==> src/rtl/lcd_seq_pkg.sv <==
// Shared types for the panel power sequencer.
// Assumes: step lists fit in ROM_N entries and waits fit in WAIT_W bits.
package lcd_seq_pkg;

    localparam int WAIT_W   = 8;
    localparam int ROM_N    = 19;
    localparam int PC_W     = $clog2(ROM_N);
    localparam int EN_BASE  = 0;
    localparam int DIS_BASE = 14;

    typedef enum logic [2:0] {
        K_CMD,
        K_BYTE,
        K_WORD,
        K_WAIT,
        K_END
    } step_kind_t;

    typedef struct packed {
        step_kind_t        kind;
        logic [7:0]        addr;
        logic [15:0]       val;
        logic [WAIT_W-1:0] ms;
    } step_t;

    typedef enum logic [2:0] {
        SQ_POR,
        SQ_IDLE,
        SQ_STEP,
        SQ_XFER,
        SQ_WAIT
    } seq_state_t;

    function automatic step_t mk_step(step_kind_t k, logic [7:0] a,
                                      logic [15:0] v, logic [WAIT_W-1:0] m);
        step_t s;
        s.kind = k;
        s.addr = a;
        s.val  = v;
        s.ms   = m;
        return s;
    endfunction

endpackage

==> src/rtl/lcd_step_rom.sv <==
// Step list ROM: the power-up list starts at EN_BASE, the power-down list at DIS_BASE.
// Assumes: each list ends with a K_END entry; wait entries never carry zero.
module lcd_step_rom
    import lcd_seq_pkg::*;
(
    input  logic [PC_W-1:0] idx,
    output step_t           step
);

    // Combinational lookup of one step entry.
    always_comb begin
        case (idx)
            5'd0:    step = mk_step(K_CMD,  8'h00, 16'h0000, 8'd0);
            5'd1:    step = mk_step(K_WAIT, 8'h00, 16'h0000, 8'd1);
            5'd2:    step = mk_step(K_CMD,  8'h00, 16'h0000, 8'd0);
            5'd3:    step = mk_step(K_WAIT, 8'h00, 16'h0000, 8'd1);
            5'd4:    step = mk_step(K_CMD,  8'h00, 16'h0000, 8'd0);
            5'd5:    step = mk_step(K_WAIT, 8'h00, 16'h0000, 8'd1);
            5'd6:    step = mk_step(K_BYTE, 8'hB0, 16'h0017, 8'd0);
            5'd7:    step = mk_step(K_BYTE, 8'hBC, 16'h0080, 8'd0);
            5'd8:    step = mk_step(K_BYTE, 8'h3B, 16'h0000, 8'd0);
            5'd9:    step = mk_step(K_BYTE, 8'hB0, 16'h0016, 8'd0);
            5'd10:   step = mk_step(K_WORD, 8'hB8, 16'hFFF9, 8'd0);
            5'd11:   step = mk_step(K_CMD,  8'h11, 16'h0000, 8'd0);
            5'd12:   step = mk_step(K_CMD,  8'h29, 16'h0000, 8'd0);
            5'd13:   step = mk_step(K_END,  8'h00, 16'h0000, 8'd0);
            5'd14:   step = mk_step(K_CMD,  8'h28, 16'h0000, 8'd0);
            5'd15:   step = mk_step(K_WORD, 8'hB8, 16'h8002, 8'd0);
            5'd16:   step = mk_step(K_CMD,  8'h10, 16'h0000, 8'd0);
            5'd17:   step = mk_step(K_BYTE, 8'hB0, 16'h0000, 8'd0);
            default: step = mk_step(K_END,  8'h00, 16'h0000, 8'd0);
        endcase
    end

endmodule

==> src/rtl/lcd_ms_tick.sv <==
// Millisecond prescaler: tick is high for one cycle every CLK_PER_MS cycles.
// Assumes: clr restarts the count so that a following wait is a whole number of periods.
module lcd_ms_tick #(
    parameter int CLK_PER_MS = 125000
) (
    input  logic clk,
    input  logic rst_n,
    input  logic clr,
    output logic tick
);

    localparam int CW = $clog2(CLK_PER_MS + 1);

    logic [CW-1:0] cnt;

    assign tick = (cnt == CW'(CLK_PER_MS - 1));

    // Free-running divider with synchronous restart.
    always_ff @(posedge clk) begin
        if (!rst_n || clr || tick) cnt <= '0;
        else                       cnt <= cnt + 1'b1;
    end

endmodule

==> src/rtl/lcd_3w_writer.sv <==
// Three-wire serial writer: sends 1 to 3 nine-bit words in one chip-select frame,
// most significant bit first. Data changes with the clock low; the echo on sdi is
// compared at each rising clock edge. fail is valid in the cycle done is high.
// Assumes: start is only raised while no frame is in progress.
module lcd_3w_writer #(
    parameter int HALF = 25000,
    parameter int WW   = 9
) (
    input  logic               clk,
    input  logic               rst_n,
    input  logic               start,
    input  logic [1:0]         nwords,
    input  logic [2:0][WW-1:0] words,
    input  logic               sdi,
    output logic               done,
    output logic               fail,
    output logic               cs_n,
    output logic               scl,
    output logic               sdo
);

    localparam int CW = $clog2(HALF + 1);
    localparam int BW = $clog2(WW);

    logic               active, phase_hi;
    logic [CW-1:0]      cnt;
    logic [BW-1:0]      bitn;
    logic [1:0]         wordn, last_w;
    logic [2:0][WW-1:0] words_q;
    logic [WW-1:0]      sh;

    assign sdo = sh[WW-1];

    // Bit-level frame engine: half-period counter, shifting and echo comparison.
    always_ff @(posedge clk) begin
        if (!rst_n) begin
            active   <= 1'b0;
            phase_hi <= 1'b0;
            cnt      <= '0;
            bitn     <= '0;
            wordn    <= '0;
            last_w   <= '0;
            words_q  <= '0;
            sh       <= '0;
            cs_n     <= 1'b1;
            scl      <= 1'b1;
            done     <= 1'b0;
            fail     <= 1'b0;
        end else begin
            done <= 1'b0;
            if (!active) begin
                if (start) begin
                    active   <= 1'b1;
                    cs_n     <= 1'b0;
                    scl      <= 1'b0;
                    phase_hi <= 1'b0;
                    cnt      <= '0;
                    bitn     <= '0;
                    wordn    <= '0;
                    last_w   <= nwords - 2'd1;
                    words_q  <= words;
                    sh       <= words[0];
                    fail     <= 1'b0;
                end
            end else if (cnt != CW'(HALF - 1)) begin
                cnt <= cnt + 1'b1;
            end else begin
                cnt <= '0;
                if (!phase_hi) begin
                    phase_hi <= 1'b1;
                    scl      <= 1'b1;
                    if (sdi != sh[WW-1]) fail <= 1'b1;
                end else if (bitn == BW'(WW - 1) && wordn == last_w) begin
                    active <= 1'b0;
                    cs_n   <= 1'b1;
                    done   <= 1'b1;
                    sh     <= '0;
                end else begin
                    phase_hi <= 1'b0;
                    scl      <= 1'b0;
                    if (bitn == BW'(WW - 1)) begin
                        bitn  <= '0;
                        wordn <= wordn + 2'd1;
                        sh    <= words_q[wordn + 2'd1];
                    end else begin
                        bitn <= bitn + 1'b1;
                        sh   <= {sh[WW-2:0], 1'b0};
                    end
                end
            end
        end
    end

endmodule

==> src/rtl/lcd_pwr_seq.sv <==
// Panel power sequencer top: waits for power-on settling, then on request walks
// the power-up or power-down step list from the ROM. Write steps go out through
// the serial writer and wait steps count prescaler ticks. Write failures are
// collected into err when the list ends.
// Assumes: requests are sampled only while ready; POR_MS fits the ms counter.
module lcd_pwr_seq
    import lcd_seq_pkg::*;
#(
    parameter int CLK_PER_MS = 125000,
    parameter int HALF_BIT   = 25000,
    parameter int POR_MS     = 90
) (
    input  logic clk,
    input  logic rst_n,
    input  logic en_req,
    input  logic dis_req,
    output logic ready,
    output logic err,
    output logic lcd_cs_n,
    output logic lcd_scl,
    output logic lcd_sdo,
    input  logic lcd_sdi
);

    localparam int POR_W = $clog2(POR_MS + 1);
    localparam int MS_W  = (POR_W > WAIT_W) ? POR_W : WAIT_W;
    localparam int WW    = 9;

    seq_state_t         st;
    logic [PC_W-1:0]    pc;
    logic [MS_W-1:0]    ms_cnt;
    logic               on_q, tgt_on, acc_err, err_q;
    step_t              step;
    logic               tick, tick_clr;
    logic               wr_start, wr_done, wr_fail;
    logic [1:0]         wr_n;
    logic [2:0][WW-1:0] wr_words;
    logic               is_write;

    assign ready = (st == SQ_IDLE);
    assign err   = err_q;

    lcd_step_rom u_rom (
        .idx  (pc),
        .step (step)
    );

    lcd_ms_tick #(.CLK_PER_MS(CLK_PER_MS)) u_tick (
        .clk   (clk),
        .rst_n (rst_n),
        .clr   (tick_clr),
        .tick  (tick)
    );

    lcd_3w_writer #(.HALF(HALF_BIT), .WW(WW)) u_wr (
        .clk    (clk),
        .rst_n  (rst_n),
        .start  (wr_start),
        .nwords (wr_n),
        .words  (wr_words),
        .sdi    (lcd_sdi),
        .done   (wr_done),
        .fail   (wr_fail),
        .cs_n   (lcd_cs_n),
        .scl    (lcd_scl),
        .sdo    (lcd_sdo)
    );

    // Turn the current step into serial words: register code first, data high byte first.
    always_comb begin
        wr_words[0] = {1'b0, step.addr};
        wr_words[1] = {1'b1, step.val[7:0]};
        wr_words[2] = {1'b1, step.val[7:0]};
        wr_n        = 2'd1;
        is_write    = 1'b0;
        case (step.kind)
            K_CMD:  begin wr_n = 2'd1; is_write = 1'b1; end
            K_BYTE: begin wr_n = 2'd2; is_write = 1'b1; end
            K_WORD: begin
                wr_n        = 2'd3;
                is_write    = 1'b1;
                wr_words[1] = {1'b1, step.val[15:8]};
            end
            default: ;
        endcase
    end

    // Start strobes for the writer and prescaler restart.
    always_comb begin
        wr_start = (st == SQ_STEP) && is_write;
        tick_clr = (st == SQ_IDLE) || ((st == SQ_STEP) && (step.kind == K_WAIT));
    end

    // Sequencer: settling wait, request arbitration, step walk and error collection.
    always_ff @(posedge clk) begin
        if (!rst_n) begin
            st      <= SQ_POR;
            pc      <= '0;
            ms_cnt  <= '0;
            on_q    <= 1'b0;
            tgt_on  <= 1'b0;
            acc_err <= 1'b0;
            err_q   <= 1'b0;
        end else begin
            case (st)
                SQ_POR: begin
                    if (tick) begin
                        if (ms_cnt == MS_W'(POR_MS - 1)) begin
                            st     <= SQ_IDLE;
                            ms_cnt <= '0;
                        end else begin
                            ms_cnt <= ms_cnt + 1'b1;
                        end
                    end
                end
                SQ_IDLE: begin
                    if (en_req || dis_req) begin
                        err_q   <= 1'b0;
                        acc_err <= 1'b0;
                        if (en_req) begin
                            if (!on_q) begin
                                tgt_on <= 1'b1;
                                pc     <= PC_W'(EN_BASE);
                                st     <= SQ_STEP;
                            end
                        end else if (on_q) begin
                            tgt_on <= 1'b0;
                            pc     <= PC_W'(DIS_BASE);
                            st     <= SQ_STEP;
                        end
                    end
                end
                SQ_STEP: begin
                    case (step.kind)
                        K_END: begin
                            on_q  <= tgt_on;
                            err_q <= acc_err;
                            st    <= SQ_IDLE;
                        end
                        K_WAIT: begin
                            ms_cnt <= '0;
                            st     <= SQ_WAIT;
                        end
                        default: st <= SQ_XFER;
                    endcase
                end
                SQ_XFER: begin
                    if (wr_done) begin
                        acc_err <= acc_err | wr_fail;
                        pc      <= pc + 1'b1;
                        st      <= SQ_STEP;
                    end
                end
                SQ_WAIT: begin
                    if (tick) begin
                        if ((ms_cnt + 1'b1) == MS_W'(step.ms)) begin
                            pc <= pc + 1'b1;
                            st <= SQ_STEP;
                        end else begin
                            ms_cnt <= ms_cnt + 1'b1;
                        end
                    end
                end
                default: st <= SQ_IDLE;
            endcase
        end
    end

endmodule

==> config.mk <==
export PLATFORM = sky130hd
export DESIGN_NAME = lcd_pwr_seq
export DESIGN_NICKNAME = d
export VERILOG_FILES = /design/src/rtl/lcd_seq_pkg.sv /design/src/rtl/lcd_step_rom.sv /design/src/rtl/lcd_ms_tick.sv /design/src/rtl/lcd_3w_writer.sv /design/src/rtl/lcd_pwr_seq.sv
export SDC_FILE = /design/constraint.sdc
export NUM_CORES = 1
export LEC_CHECK = 0
export BUFFER_PORTS_ARGS = -buffer_cell sky130_fd_sc_hd__buf_2
export CAP_MARGIN = 30
export CORE_UTILIZATION = 65
export DETAILED_ROUTE_END_ITERATION = 8
export PLACE_DENSITY = 0.82
export SYNTH_ARGS = -nofsm -noshare
export SYNTH_HDL_FRONTEND = slang
export SYNTH_SLANG_ARGS = --single-unit
==> constraint.sdc <==
create_clock -name clk -period 7.9 [get_ports clk]
set_clock_uncertainty 0.15 [all_clocks]
set_input_delay 0.395 -clock clk [delete_from_list [all_inputs] [get_ports clk]]
set_output_delay 0.395 -clock clk [all_outputs]
set_load 0.05 [all_outputs]
* Word-level counts from Yosys, hierarchy flattened *
Memories as Yosys holds them, arrays and structs flattened. A register that Yosys moved wholly into a read port is not among the register bits.
Index checks and enable logic that the tools add are counted.

word-level totals
  output and inout bits = 5
  register bits = 101
  memories kept = 1
  bits in read-only memories = 864
  bits of input ports = 5

memories
  memory           words  bits a word  rd ports  clocked after Yosys merged registers in  wr ports  line                text
  (no name shown)  32     27           1         1                                        0         lcd_step_rom.sv:12  case (idx)

cells by class
  order comparisons = 1
  reduce and logical (&&, ||, !) cells = 33
  equal/unequal tests = 35
  muxes and demuxes = 83
  bitwise gates (word level) = 4
  add/subtract/negate cells = 7

operators with widths
  cell                     count
  $mux W9                  7
  $mux W8                  6
  $mux W15                 3
  $mux W5                  9
  $mux W1                  29
  $mux W3                  9
  $mux W4                  6
  $pmux W8 S3              1
  $ne A2 B2 Y1 const B     11
  $bmux W9 S2              1
  $add A17 B1 Y17 const B  1
  $eq A17 B17 Y1 const B   1
  $reduce_and A4 Y1        4
  $add A15 B1 Y15 const B  1
  $ne A15 B15 Y1 const B   1
  $pmux W3 S5              1
  $pmux W5 S3              1
  $eq A3 B2 Y1 const B     4
  $mux W2                  6
  $ne A2 B1 Y1 const B     6
  $reduce_and A3 Y1        4
  $reduce_and A5 Y1        2
  $add A8 B1 Y8 const B    1
  $eq A8 B7 Y1 const B     1
  other kinds (29)         47

* Longest topological paths before layout *
  depth in word-level cells = 8
  gate-level depth with buffers = 14
  gate-level depth less buffers = 14

* Cells and area by module *
A second synthesis with hierarchy kept.

unflattened totals
  cells, all modules = 764
  area total of the unflattened synthesis = 6154.7 um2

by module, submodules not included
  module         area each (um2)  cells an instance  times used
  lcd_3w_writer  3186.8           387                1
  lcd_pwr_seq    1595.3           200                1
  lcd_ms_tick    819.5            92                 1
  lcd_step_rom   553.0            85                 1

* Worst setup path after synthesis *
OpenSTA, ideal clock, no wires.

  path type = register to register
  start point = register ms_cnt[0]
  end point = register u_rom.step[10] (netlist name)
  required time = 7.680 ns
  path slack = 4.720 ns
  cell stages (with the launch flop) = 12
  setup time = 0.070 ns
  data arrival time = 2.960 ns
  cell sequence = dfxtp_1 > ha_1 > and3_1 > nor4_2 > o2111ai_2 > o31ai_1 > nand4b_1 > a21oi_1 > ha_1 > inv_1 > or3_1 > a21oi_1

on the way
  longest elaborated chain between the ends = 6

RTL lines
  what                             line                text
  from (decl)                      lcd_pwr_seq.sv:31   logic [MS_W-1:0] ms_cnt;
  from (signal assigned)           lcd_pwr_seq.sv:112  ms_cnt <= ms_cnt + 1'b1;
  from (signal assigned)           lcd_pwr_seq.sv:160  ms_cnt <= ms_cnt + 1'b1;
  $add A8 B1 Y8                    lcd_pwr_seq.sv:156  if ((ms_cnt + 1'b1) == MS_W'(step.ms)) begin
  $eq A8 B8 Y1                     lcd_pwr_seq.sv:156
  $ne A2 B2 Y1 (no line)           n/a
  $reduce_and A7 Y1 (no line)      n/a
  $mux W5 (no line) (2 in series)  n/a

No other way between the ends.
A chain may end at the register's enable or synchronous reset.

* Worst setup path in the final report *
  start point = register ms_cnt[0]
  end point = register u_rom.step[32] (netlist name)

on the way
  longest elaborated chain between the ends = 6

RTL lines
  what                             line
  $add A8 B1 Y8                    lcd_pwr_seq.sv:156
  $eq A8 B8 Y1                     lcd_pwr_seq.sv:156
  $ne A2 B2 Y1 (no line)           n/a
  $reduce_and A7 Y1 (no line)      n/a
  $mux W5 (no line) (2 in series)  n/a

No other way between the ends.

==> flow_summary.toml <==
[routing]
drt_wl_total_mm = 12.5
wl_per_cell_um = 15.8
highest_layer = "met4"
drt-pass1-iter-count = 5
ant_nets = 0
dr.first_iter.drc_count = 424
wl_met3_um = 801
vias = 5061
viasPerCell = 6.41
wl_met1_mm = 5.56
drc = 0
met2WireLength_mm = 6.02

[synthesis]
synth_nets = 716
synth_top_cell_area_share_pct = 40.0
syn-instance-count = 697
syn-cell-area_sq_um = 5610
syn_avg_cell_area_sq_um = 8.05
synth.area.top_cells = "dfxtp_1, nor2_1, a21oi_1"
yosysWarnings = 0
synth_top_cell_by_area = "dfxtp_1"
seq_area_frac_synth_pct = 40.0
post_synth_num_cell_types = 68
ys.flop_type = "dfxtp_1"
ys_ff_latch = 112
synth_edf_count = 0
synth-async-reset-ratio_pct = 0

[setup_path]
cp-end-kind = "flip-flop"
worstPathRequired_ps = 8050
worst-r2r-setup-slack_ps = 4100
path_cells = "ha_1, and3_1, nor4_2, o2111ai_2, o31ai_1, nand4b_1, a21oi_1, inv_1, ha_1, a21boi_0, nand3b_1, o211ai_1"
setup.worst_path.start_class = "flip-flop"
path_class = "flip-flop to flip-flop"
cp_slowest_cell = "a21oi_1"
path_delay_family = "compound AO/OA/AOI/OAI gates"
r2r_start = "ms_cnt[0]"
regToRegEndpoint = "u_rom.step[32]"
critPathBufInv = 1
worst_path_largest_cell_delay_ps = 600
crit_arrival_ps = 3950
path_common_cell = "ha_1"
crit_fanout = 8
r2r_cells = 12

[power]
p_leak_nw = 2.14
combPwrFrac_pct = 23.2
powerDensity_nw_per_um2 = 224
clock_power_share_pct = 26.4
power.internal_w = 0.000855
switchingPower_w = 0.000452
p_seq_share_pct = 50.3
vdd_ir_drop_max_uv = 138
netSwitchingFraction_pct = 34.6

[clock_network]
htree_levels = 3
insertion_delay_ps = 370
clock_path_buffers = 2
cts-root-buf = "clkbuf_8"
tritoncts = "done"
clk_pin_slew_ps = 100
cts_setup_buffers = 0
cts_resized = 0
cts_hold_buf = 0
cts_sinks = 112
cts_made_buffers = 9

[sta]
finalHoldViolations = 0
rsz0062_at_grt = "false"
slew_violations = 0
whs_ps = 211
setup_viol = 0
period_minus_slack_ps = 3800
max_freq_mhz = 263
maxSlewHeadroom_pct = 25.5
fin_crit_sh_pct = 48.1
setup_tns_ps = 0
worst_pin_slew_ps = 1110

[die]
num_io_pins = 10
start_util_pct = 67.6
core-area_sq_um = 8300
dieArea_sq_um = 9000
die_height_um = 94.9
rows = 33
die_x_um = 94.9

[hold_path]
hp-start = "rst_n"
hold_path_class = "input pin to flip-flop"
holdPathStages = 2
min_to = "u_wr.cs_n"

[global_route]
overflow = 0
groute.usage.overall_pct = 28.6
grt_max_degree = 64
grt_pass1_vias = 4511
antenna_found_initial = 0
grt_pass1_wl_mm = 20.6

[final_layout]
nNetsFinal = 700
final_cell_mix = "dfxtp_1, nor2_1, a21oi_1, nand2_1, o21ai_0"
multi_input_area_sq_um = 3100
n_antenna_cell = 0
n_fill_cell = 693
regArea_sq_um = 2240
drive_above_1_share_pct = 6.86
syn_to_final_growth_pct = 3.86
fin_cells = 790
layout_commonest_cell = "dfxtp_1"

[run]
maxCapViolations = 0

[placement]
dp.cells = 775
hpwlAfterDp_mm = 8.63
port_buffers = 9
gp_congestion = 0.944

[run_status]
outcome = "finished, final reports clean"
==> sequential cells by signal, indices dropped and copies added, names as in the netlist, 2 cells and up <==
| signal | count |
|---|---|
| u_wr.words_q | 19 |
| u_rom.step | 18 |
| u_tick.cnt | 17 |
| u_wr.cnt | 15 |
| u_wr.sh | 9 |
| ms_cnt | 8 |
| pc | 5 |
| u_wr.bitn | 4 |
| st | 3 |
| u_wr.last_w | 2 |
| u_wr.wordn | 2 |
==> worst max path at each step <==
stage                         start  depth (start not counted)             end
after floorplan           ms_cnt[0]                         11  u_rom.step[10]
after detailed placement  ms_cnt[0]                         13   u_rom.step[9]
final                     ms_cnt[0]                         12  u_rom.step[32]
after CTS                 ms_cnt[0]                         13   u_rom.step[9]
after global placement    ms_cnt[0]                         11  u_rom.step[10]
after global routing      ms_cnt[0]                         13   u_rom.step[9]
==> metrics by stage <==
step	setup slack, ps	power, W	area, sq um	util [%]
final	4100	0.00131	5820	70.2
after detailed placement	4180	0.000966	5630	67.8
after floorplan	4720	0.000892	5610	-
after global placement	4380	0.000952	5620	67.8
after CTS	4150	0.00130	5820	70.2
after global routing	3870	0.00137	5820	70.2
==> power groups by stage <==
stage / registers, W / clock network, W / logic [W]
2_1_floorplan: 0.000652 / 0 / 0.000240
3_3_place_gp: 0.000666 / 0 / 0.000286
3_5_place_dp: 0.000668 / 0 / 0.000298
4_1_cts: 0.000655 / 0.000348 / 0.000299
5_1_grt: 0.000663 / 0.000369 / 0.000337
6_report: 0.000658 / 0.000345 / 0.000304
==> cells by family (layout without fill, tap and decap cells) <==
| logic type | after synthesis | after routing | synth area share [%] |
|---|---|---|---|
| and+or+nand+nor | 304 | 304 | 27.2 |
| DFF | 112 | 112 | 40.0 |
| adders and majority gates | 14 | 14 | 3.12 |
| AOI/OAI and AO/OA | 177 | 177 | 20.0 |
| muxes | 10 | 10 | 1.99 |
| xor gates and xnor gates | 19 | 19 | 2.97 |
| buffers and inverters | 61 | 49 | 4.66 |
==> worst reg2reg max path, stage by stage (launching register included) <==
cell and delay (ps):
dfxtp_1 390, ha_1 300, and3_1 240, nor4_2 180, o2111ai_2 240, o31ai_1 480, nand4b_1 230, a21oi_1 600
inv_1 210, ha_1 250, a21boi_0 120, nand3b_1 180, o211ai_1 160
==> per-layer routing <==
layer	GRT usage, %	vias to the layer above
met4	6.69	0
met3	5.23	16
met2	48.8	185
met5	0	-
met1	37.4	2408
li1	-	2452
==> Yosys cell counts, types with 3 or more instances <==
cell type,number
dfxtp_1,112
or4_1,3
nand2_1,64
clkbuf_1,32
o221ai_1,3
and2_1,3
inv_1,20
nor2_1,94
a221oi_1,4
a211oi_1,13
o31ai_1,5
nor4_1,5
ha_1,14
nor4b_1,4
xnor2_1,8
nor3_1,18
and4b_1,3
a22oi_1,3
nand3_1,25
o21a_1,4
nand2b_1,8
mux2i_1,4
nor2b_1,6
o21ai_0,32
nand4_1,12
a311oi_1,4
and3_1,17
o21bai_1,3
buf_6,4
mux2_2,5
nor3b_1,12
xor2_1,11
a31oi_1,9
o211ai_1,3
nand3b_1,6
a21oi_1,69
or3_1,13
==> cell type report <==
type                            count  share of cell area [%]
Clock buffer                       11                    2.43
Clock inverter                      4                   0.924
Inverter                           21                    1.35
Multi-Input combinational cell    524                    53.3
Sequential cell                   112                    38.5
Tap cell                          105                    2.26
Timing Repair Buffer               13                    1.25
Power figures use the tool's default switching activity.
